[config.mk]
export PLATFORM = sky130hd
export DESIGN_NAME = tap_fsm_ctrl
export DESIGN_NICKNAME = d
export VERILOG_FILES = /design/src/rtl/tap_pkg.sv /design/src/rtl/tap_next_state.sv /design/src/rtl/tap_state_reg.sv /design/src/rtl/tap_out_decode.sv /design/src/rtl/tap_fsm_ctrl.sv
export SDC_FILE = /design/constraint.sdc
export NUM_CORES = 1
export LEC_CHECK = 0
export BUFFER_PORTS_ARGS = -buffer_cell sky130_fd_sc_hd__buf_2
export CAP_MARGIN = 40
export CORE_AREA = 2 2 39 41
export DETAILED_ROUTE_END_ITERATION = 10
export DIE_AREA = 0 0 41 43
export PLACE_DENSITY = 0.62
export SYNTH_ARGS = -nofsm -noshare
export SYNTH_HDL_FRONTEND = slang
export SYNTH_SLANG_ARGS = --single-unit
[constraint.sdc]
create_clock -name tck -period 1.5 [get_ports tck]
set_input_delay 0.225 -clock tck [delete_from_list [all_inputs] [get_ports tck]]
set_output_delay 0.225 -clock tck [all_outputs]
set_load 0.05 [all_outputs]
[src/rtl/tap_pkg.sv]
// Package: shared state codes for the test access port controller.
// Assumes a four-bit binary state code that neighbouring logic may observe.
package tap_pkg;
    localparam int STW = 4;

    typedef enum logic [STW-1:0] {
        ST_TLR   = 4'd0,
        ST_IDLE  = 4'd1,
        ST_SELDR = 4'd2,
        ST_CAPDR = 4'd3,
        ST_SHDR  = 4'd4,
        ST_EX1DR = 4'd5,
        ST_PSDR  = 4'd6,
        ST_EX2DR = 4'd7,
        ST_UPDR  = 4'd8,
        ST_SELIR = 4'd9,
        ST_CAPIR = 4'd10,
        ST_SHIR  = 4'd11,
        ST_EX1IR = 4'd12,
        ST_PSIR  = 4'd13,
        ST_EX2IR = 4'd14,
        ST_UPIR  = 4'd15
    } tap_state_e;
endpackage

[src/rtl/tap_next_state.sv]
// Module: pure next-state logic of the sixteen-state scan controller.
// Assumes the mode input is stable around the rising clock edge.
module tap_next_state
    import tap_pkg::*;
(
    input  tap_state_e cur_i,
    input  logic       tms_i,
    output tap_state_e nxt_o
);
    // Chooses the successor state for each current state and mode bit.
    always_comb begin
        unique case (cur_i)
            ST_TLR:   nxt_o = tms_i ? ST_TLR   : ST_IDLE;
            ST_IDLE:  nxt_o = tms_i ? ST_SELDR : ST_IDLE;
            ST_SELDR: nxt_o = tms_i ? ST_SELIR : ST_CAPDR;
            ST_CAPDR: nxt_o = tms_i ? ST_EX1DR : ST_SHDR;
            ST_SHDR:  nxt_o = tms_i ? ST_EX1DR : ST_SHDR;
            ST_EX1DR: nxt_o = tms_i ? ST_UPDR  : ST_PSDR;
            ST_PSDR:  nxt_o = tms_i ? ST_EX2DR : ST_PSDR;
            ST_EX2DR: nxt_o = tms_i ? ST_UPDR  : ST_SHDR;
            ST_UPDR:  nxt_o = tms_i ? ST_SELDR : ST_IDLE;
            ST_SELIR: nxt_o = tms_i ? ST_TLR   : ST_CAPIR;
            ST_CAPIR: nxt_o = tms_i ? ST_EX1IR : ST_SHIR;
            ST_SHIR:  nxt_o = tms_i ? ST_EX1IR : ST_SHIR;
            ST_EX1IR: nxt_o = tms_i ? ST_UPIR  : ST_PSIR;
            ST_PSIR:  nxt_o = tms_i ? ST_EX2IR : ST_PSIR;
            ST_EX2IR: nxt_o = tms_i ? ST_UPIR  : ST_SHIR;
            ST_UPIR:  nxt_o = tms_i ? ST_SELDR : ST_IDLE;
            default:  nxt_o = ST_TLR;
        endcase
    end
endmodule

[src/rtl/tap_state_reg.sv]
// Module: rising-edge state register with asynchronous active-low clear.
// Assumes the clock may stop low indefinitely; the register simply holds.
module tap_state_reg
    import tap_pkg::*;
(
    input  logic       tck_i,
    input  logic       rst_n_i,
    input  tap_state_e nxt_i,
    output tap_state_e cur_o
);
    // Stores the controller state; reset wins at once.
    always_ff @(posedge tck_i or negedge rst_n_i) begin
        if (!rst_n_i) cur_o <= ST_TLR;
        else          cur_o <= nxt_i;
    end
endmodule

[src/rtl/tap_out_decode.sv]
// Module: decodes control strobes from the state and registers the serial
// output enable on the falling clock edge.
// Assumes the state only changes on rising edges or on reset.
module tap_out_decode
    import tap_pkg::*;
(
    input  logic       tck_i,
    input  logic       rst_n_i,
    input  tap_state_e cur_i,
    output logic       tlr_o,
    output logic       sel_ir_o,
    output logic       cap_ir_o,
    output logic       shf_ir_o,
    output logic       upd_ir_o,
    output logic       cap_dr_o,
    output logic       shf_dr_o,
    output logic       upd_dr_o,
    output logic       tdo_en_o
);
    logic shifting;

    // Level strobes follow the current state directly.
    always_comb begin
        tlr_o    = (cur_i == ST_TLR);
        cap_ir_o = (cur_i == ST_CAPIR);
        shf_ir_o = (cur_i == ST_SHIR);
        upd_ir_o = (cur_i == ST_UPIR);
        cap_dr_o = (cur_i == ST_CAPDR);
        shf_dr_o = (cur_i == ST_SHDR);
        upd_dr_o = (cur_i == ST_UPDR);
        sel_ir_o = (cur_i >= ST_SELIR);
        shifting = (cur_i == ST_SHDR) || (cur_i == ST_SHIR);
    end

    // Output enable moves half a cycle after the state, on the falling edge.
    always_ff @(negedge tck_i or negedge rst_n_i) begin
        if (!rst_n_i) tdo_en_o <= 1'b0;
        else          tdo_en_o <= shifting;
    end
endmodule

[src/rtl/tap_fsm_ctrl.sv]
// Module: top of the test access port controller.
// Assumes tms is driven away from the rising edge of tck. HAS_TRST=0
// removes the reset pin's effect, leaving five ones on tms as the only way back to reset.
module tap_fsm_ctrl
    import tap_pkg::*;
#(
    parameter bit HAS_TRST = 1'b1
) (
    input  logic           tck,
    input  logic           trst_n,
    input  logic           tms,
    output logic [STW-1:0] state_o,
    output logic           tlr_o,
    output logic           sel_ir_o,
    output logic           cap_ir_o,
    output logic           shf_ir_o,
    output logic           upd_ir_o,
    output logic           cap_dr_o,
    output logic           shf_dr_o,
    output logic           upd_dr_o,
    output logic           tdo_en_o
);
    tap_state_e cur_st;
    tap_state_e nxt_st;
    logic       rst_n;

    // Selects whether the reset pin is honoured.
    generate
        if (HAS_TRST) begin : g_trst
            assign rst_n = trst_n;
        end else begin : g_no_trst
            assign rst_n = 1'b1;
        end
    endgenerate

    tap_next_state u_next (
        .cur_i (cur_st),
        .tms_i (tms),
        .nxt_o (nxt_st)
    );

    tap_state_reg u_sreg (
        .tck_i   (tck),
        .rst_n_i (rst_n),
        .nxt_i   (nxt_st),
        .cur_o   (cur_st)
    );

    tap_out_decode u_dec (
        .tck_i    (tck),
        .rst_n_i  (rst_n),
        .cur_i    (cur_st),
        .tlr_o    (tlr_o),
        .sel_ir_o (sel_ir_o),
        .cap_ir_o (cap_ir_o),
        .shf_ir_o (shf_ir_o),
        .upd_ir_o (upd_ir_o),
        .cap_dr_o (cap_dr_o),
        .shf_dr_o (shf_dr_o),
        .upd_dr_o (upd_dr_o),
        .tdo_en_o (tdo_en_o)
    );

    // Exposes the state code at the port.
    assign state_o = cur_st;
endmodule

==> impl_metrics.tcl <==
set metrics [dict create \
    syn_inst 48 \
    path_clk_slew_ns 0.04 \
    die_h_microns 43 \
    viasPerCell 4.958 \
    timing_hold_violations_final 0 \
    cp-end-kind "output pin" \
    synth_seq_area_share 0.3021 \
    r2r_cells 3 \
    synth_top_family_by_area "simple AND/OR/NAND/NOR gates" \
    drt-pass1-iter-count 4 \
    arrival_ns 1.55 \
    grt_start_max_net_pins 12 \
    status "finished with violations" \
    area_delta_synth_final_pct 102.7 \
    synth_area_sq_um 414.1 \
    insertion_delay_ns 0.25 \
    drc 0 \
    synth_compound_area_frac 0.2266 \
    nFillCells 119 \
    cts_root_buf "clkbuf_4" \
    crit_path_top_delay_cell "dfrtn_1" \
    rsz0062_at_grt "true" \
    n_antenna_cell 0 \
    drt_wl_total_mm 1.267 \
    seqCellArea_sq_um 130.1 \
    use_met1 0.1812 \
    grt_usage 0.1680 \
    cp_top_family "flip-flops" \
    fin_nets 84 \
    rows 14 \
    muxShareOfSynthArea 0 \
    cts_tree "done" \
    finalMaxSlewViolations 0 \
    finalHoldWorstSlack_ns 0.3268 \
    worstPathRequired_ns 1.27 \
    crit_chain "buf_6" \
    relSlewSlack 0.7851 \
    cp.buffers_inverters 1 \
    synth-simple-area-share 0.3142 \
    syn-num-nets 51 \
    start_util 0.2993 \
    critPathMaxStageDelay_ns 0.39 \
    crit_fanout 1 \
    design.core.area_sq_um 1384 \
    avgSynthCellArea_sq_um 8.628 \
    synthAdderAreaFrac 0 \
    regToRegEndpoint "u_dec.tdo_en_o" \
    drive_above_1_share 0.6875 \
    first_global_vias 470 \
    tightest_slew_ns 0.3217 \
    io_pins 16 \
    startpoint_type "register" \
    synth_seq_cells 5 \
    numClockSinks 5 \
    ys_warn_count 0 \
    fin_skew_ns 0.01273 \
    worst_slack_ns -0.2732 \
    r2r_start "u_sreg.cur_o[3]" \
    final_common_cell "buf_6" \
    routedWlPerCell_microns 13.20 \
    cts_max_level 1 \
    cap_viol_max_count 0 \
    final_cell_mix "buf_6, buf_4, buf_2" \
    dieArea_sq_um 1763 \
    finalSetupViolCount 5 \
    reg2reg_setup_slack_ns -0.25 \
    use_met3 0.04188 \
    port_buffers 15 \
    grt_use_met2 0.2594 \
    numCtsBuffers 3 \
    cts_buffer_depth 2 \
    ant_nets 0 \
    drtIter0Drc 9 \
    grt.overflow.total 0 \
    crit_type "register to output pin" \
    busiest_layer "met2" \
    yosysUniqueCellTypes 30 \
    vias 476 \
    violations "negative setup slack" \
    multiInputGateArea_sq_um 335.3 \
    synth_xor_xnor_area_share 0.02115 \
    place_congestion 0.7376 \
    grt_first_pass_wirelength_mm 1.966 \
    antenna_found_initial 0 \
    dp_hpwl_microns 873.1 \
    hold_path_class "input port to async pin" \
    fp.dieW_microns 41 \
]
-- cell type report --
cell class	count	share of cell area
Clock buffer	4	0.03130
Multi-Input combinational cell	36	0.3994
Sequential cell	5	0.1550
Tap cell	16	0.02385
Inverter	2	0.008942
Timing Repair Buffer	33	0.3815
-- worst max-delay path by stage --
stage,start,to,slack (ns),cells after the start
CTS,u_dec.tdo_en_o,tdo_en_o,-0.28,1
finish,u_dec.tdo_en_o,tdo_en_o,-0.27,1
global route,u_dec.tdo_en_o,tdo_en_o,-0.32,1
global placement,u_sreg.cur_o[3],u_dec.tdo_en_o,-0.21,3
floorplan,u_sreg.cur_o[1],u_dec.tdo_en_o,-0.79,3
detailed placement,u_sreg.cur_o[3],u_dec.tdo_en_o,-0.23,3
-- timing repair --
| item | in CTS | in global routing |
|---|---|---|
| endpoints found under the setup margin | 10 | 11 |
| buffers inserted | 2 | 5 |
| hold buffers | 1 | 0 |
| pin swaps | 1 | 6 |
| gates resized for setup | 22 | 20 |
| hold endpoints to repair | 4 | 0 |
-- routing by layer --
layer / vias to the layer above / routed length [microns] / part of all wire
li1: 237 / - / -
met1: 221 / 490 / 0.39
met2: 14 / 696 / 0.55
met3: 4 / 41 / 0.032
met4: 0 / 37 / 0.029
met5: - / 0 / 0
-- stage by stage --
| step | worst slack, ns | TNS [ns] | instances | cell area (sq um) | utilization |
|---|---|---|---|---|---|
| CTS | -0.2829 | -0.7321 | 91 | 721.9 | 0.5217 |
| global placement | -0.2095 | -0.3250 | 84 | 596.8 | 0.4313 |
| finish | -0.2732 | -0.7496 | 96 | 839.6 | 0.6067 |
| global route | -0.3190 | -1.061 | 96 | 839.6 | 0.6067 |
| floorplan | -0.7870 | -2.248 | 48 | 479.2 | - |
| detailed placement | -0.2333 | -0.3267 | 84 | 596.8 | 0.4313 |
-- sequential cells by signal, indices dropped and copies added, names as in the netlist --
register,cells
u_dec.tdo_en_o,1
u_sreg.cur_o,4
-- cells by family after synthesis --
family | count (synthesis)
flops | 5
buf+inv | 7
compound gates | 12
simple gates | 23
xor+xnor | 1
-- synth_stat cells (all sizes together) --
cell	instances	area, sq um
a211o	1	8.760
or2b	2	15.01
nand2b	2	12.51
nor3	4	20.02
or2	1	6.260
o211a	1	10.01
a2111oi	1	15.01
inv	2	7.500
nor2b	1	6.260
a21boi	1	7.510
nor2	5	21.27
o21ai	1	5.000
buf	5	48.79
a221o	1	10.01
a21oi	3	15.01
nor4	2	18.77
o32ai	1	8.760
nand2	3	11.26
dfrtp	4	100.1
or3	1	6.260
nand3b	1	7.510
dfrtn	1	25.02
a211oi	1	7.510
o22ai	1	6.260
xnor2	1	8.760
nand3	1	5.000
Power is not shown: default switching activity piles up to over one toggle a cycle in this logic, so the estimate is an artifact.
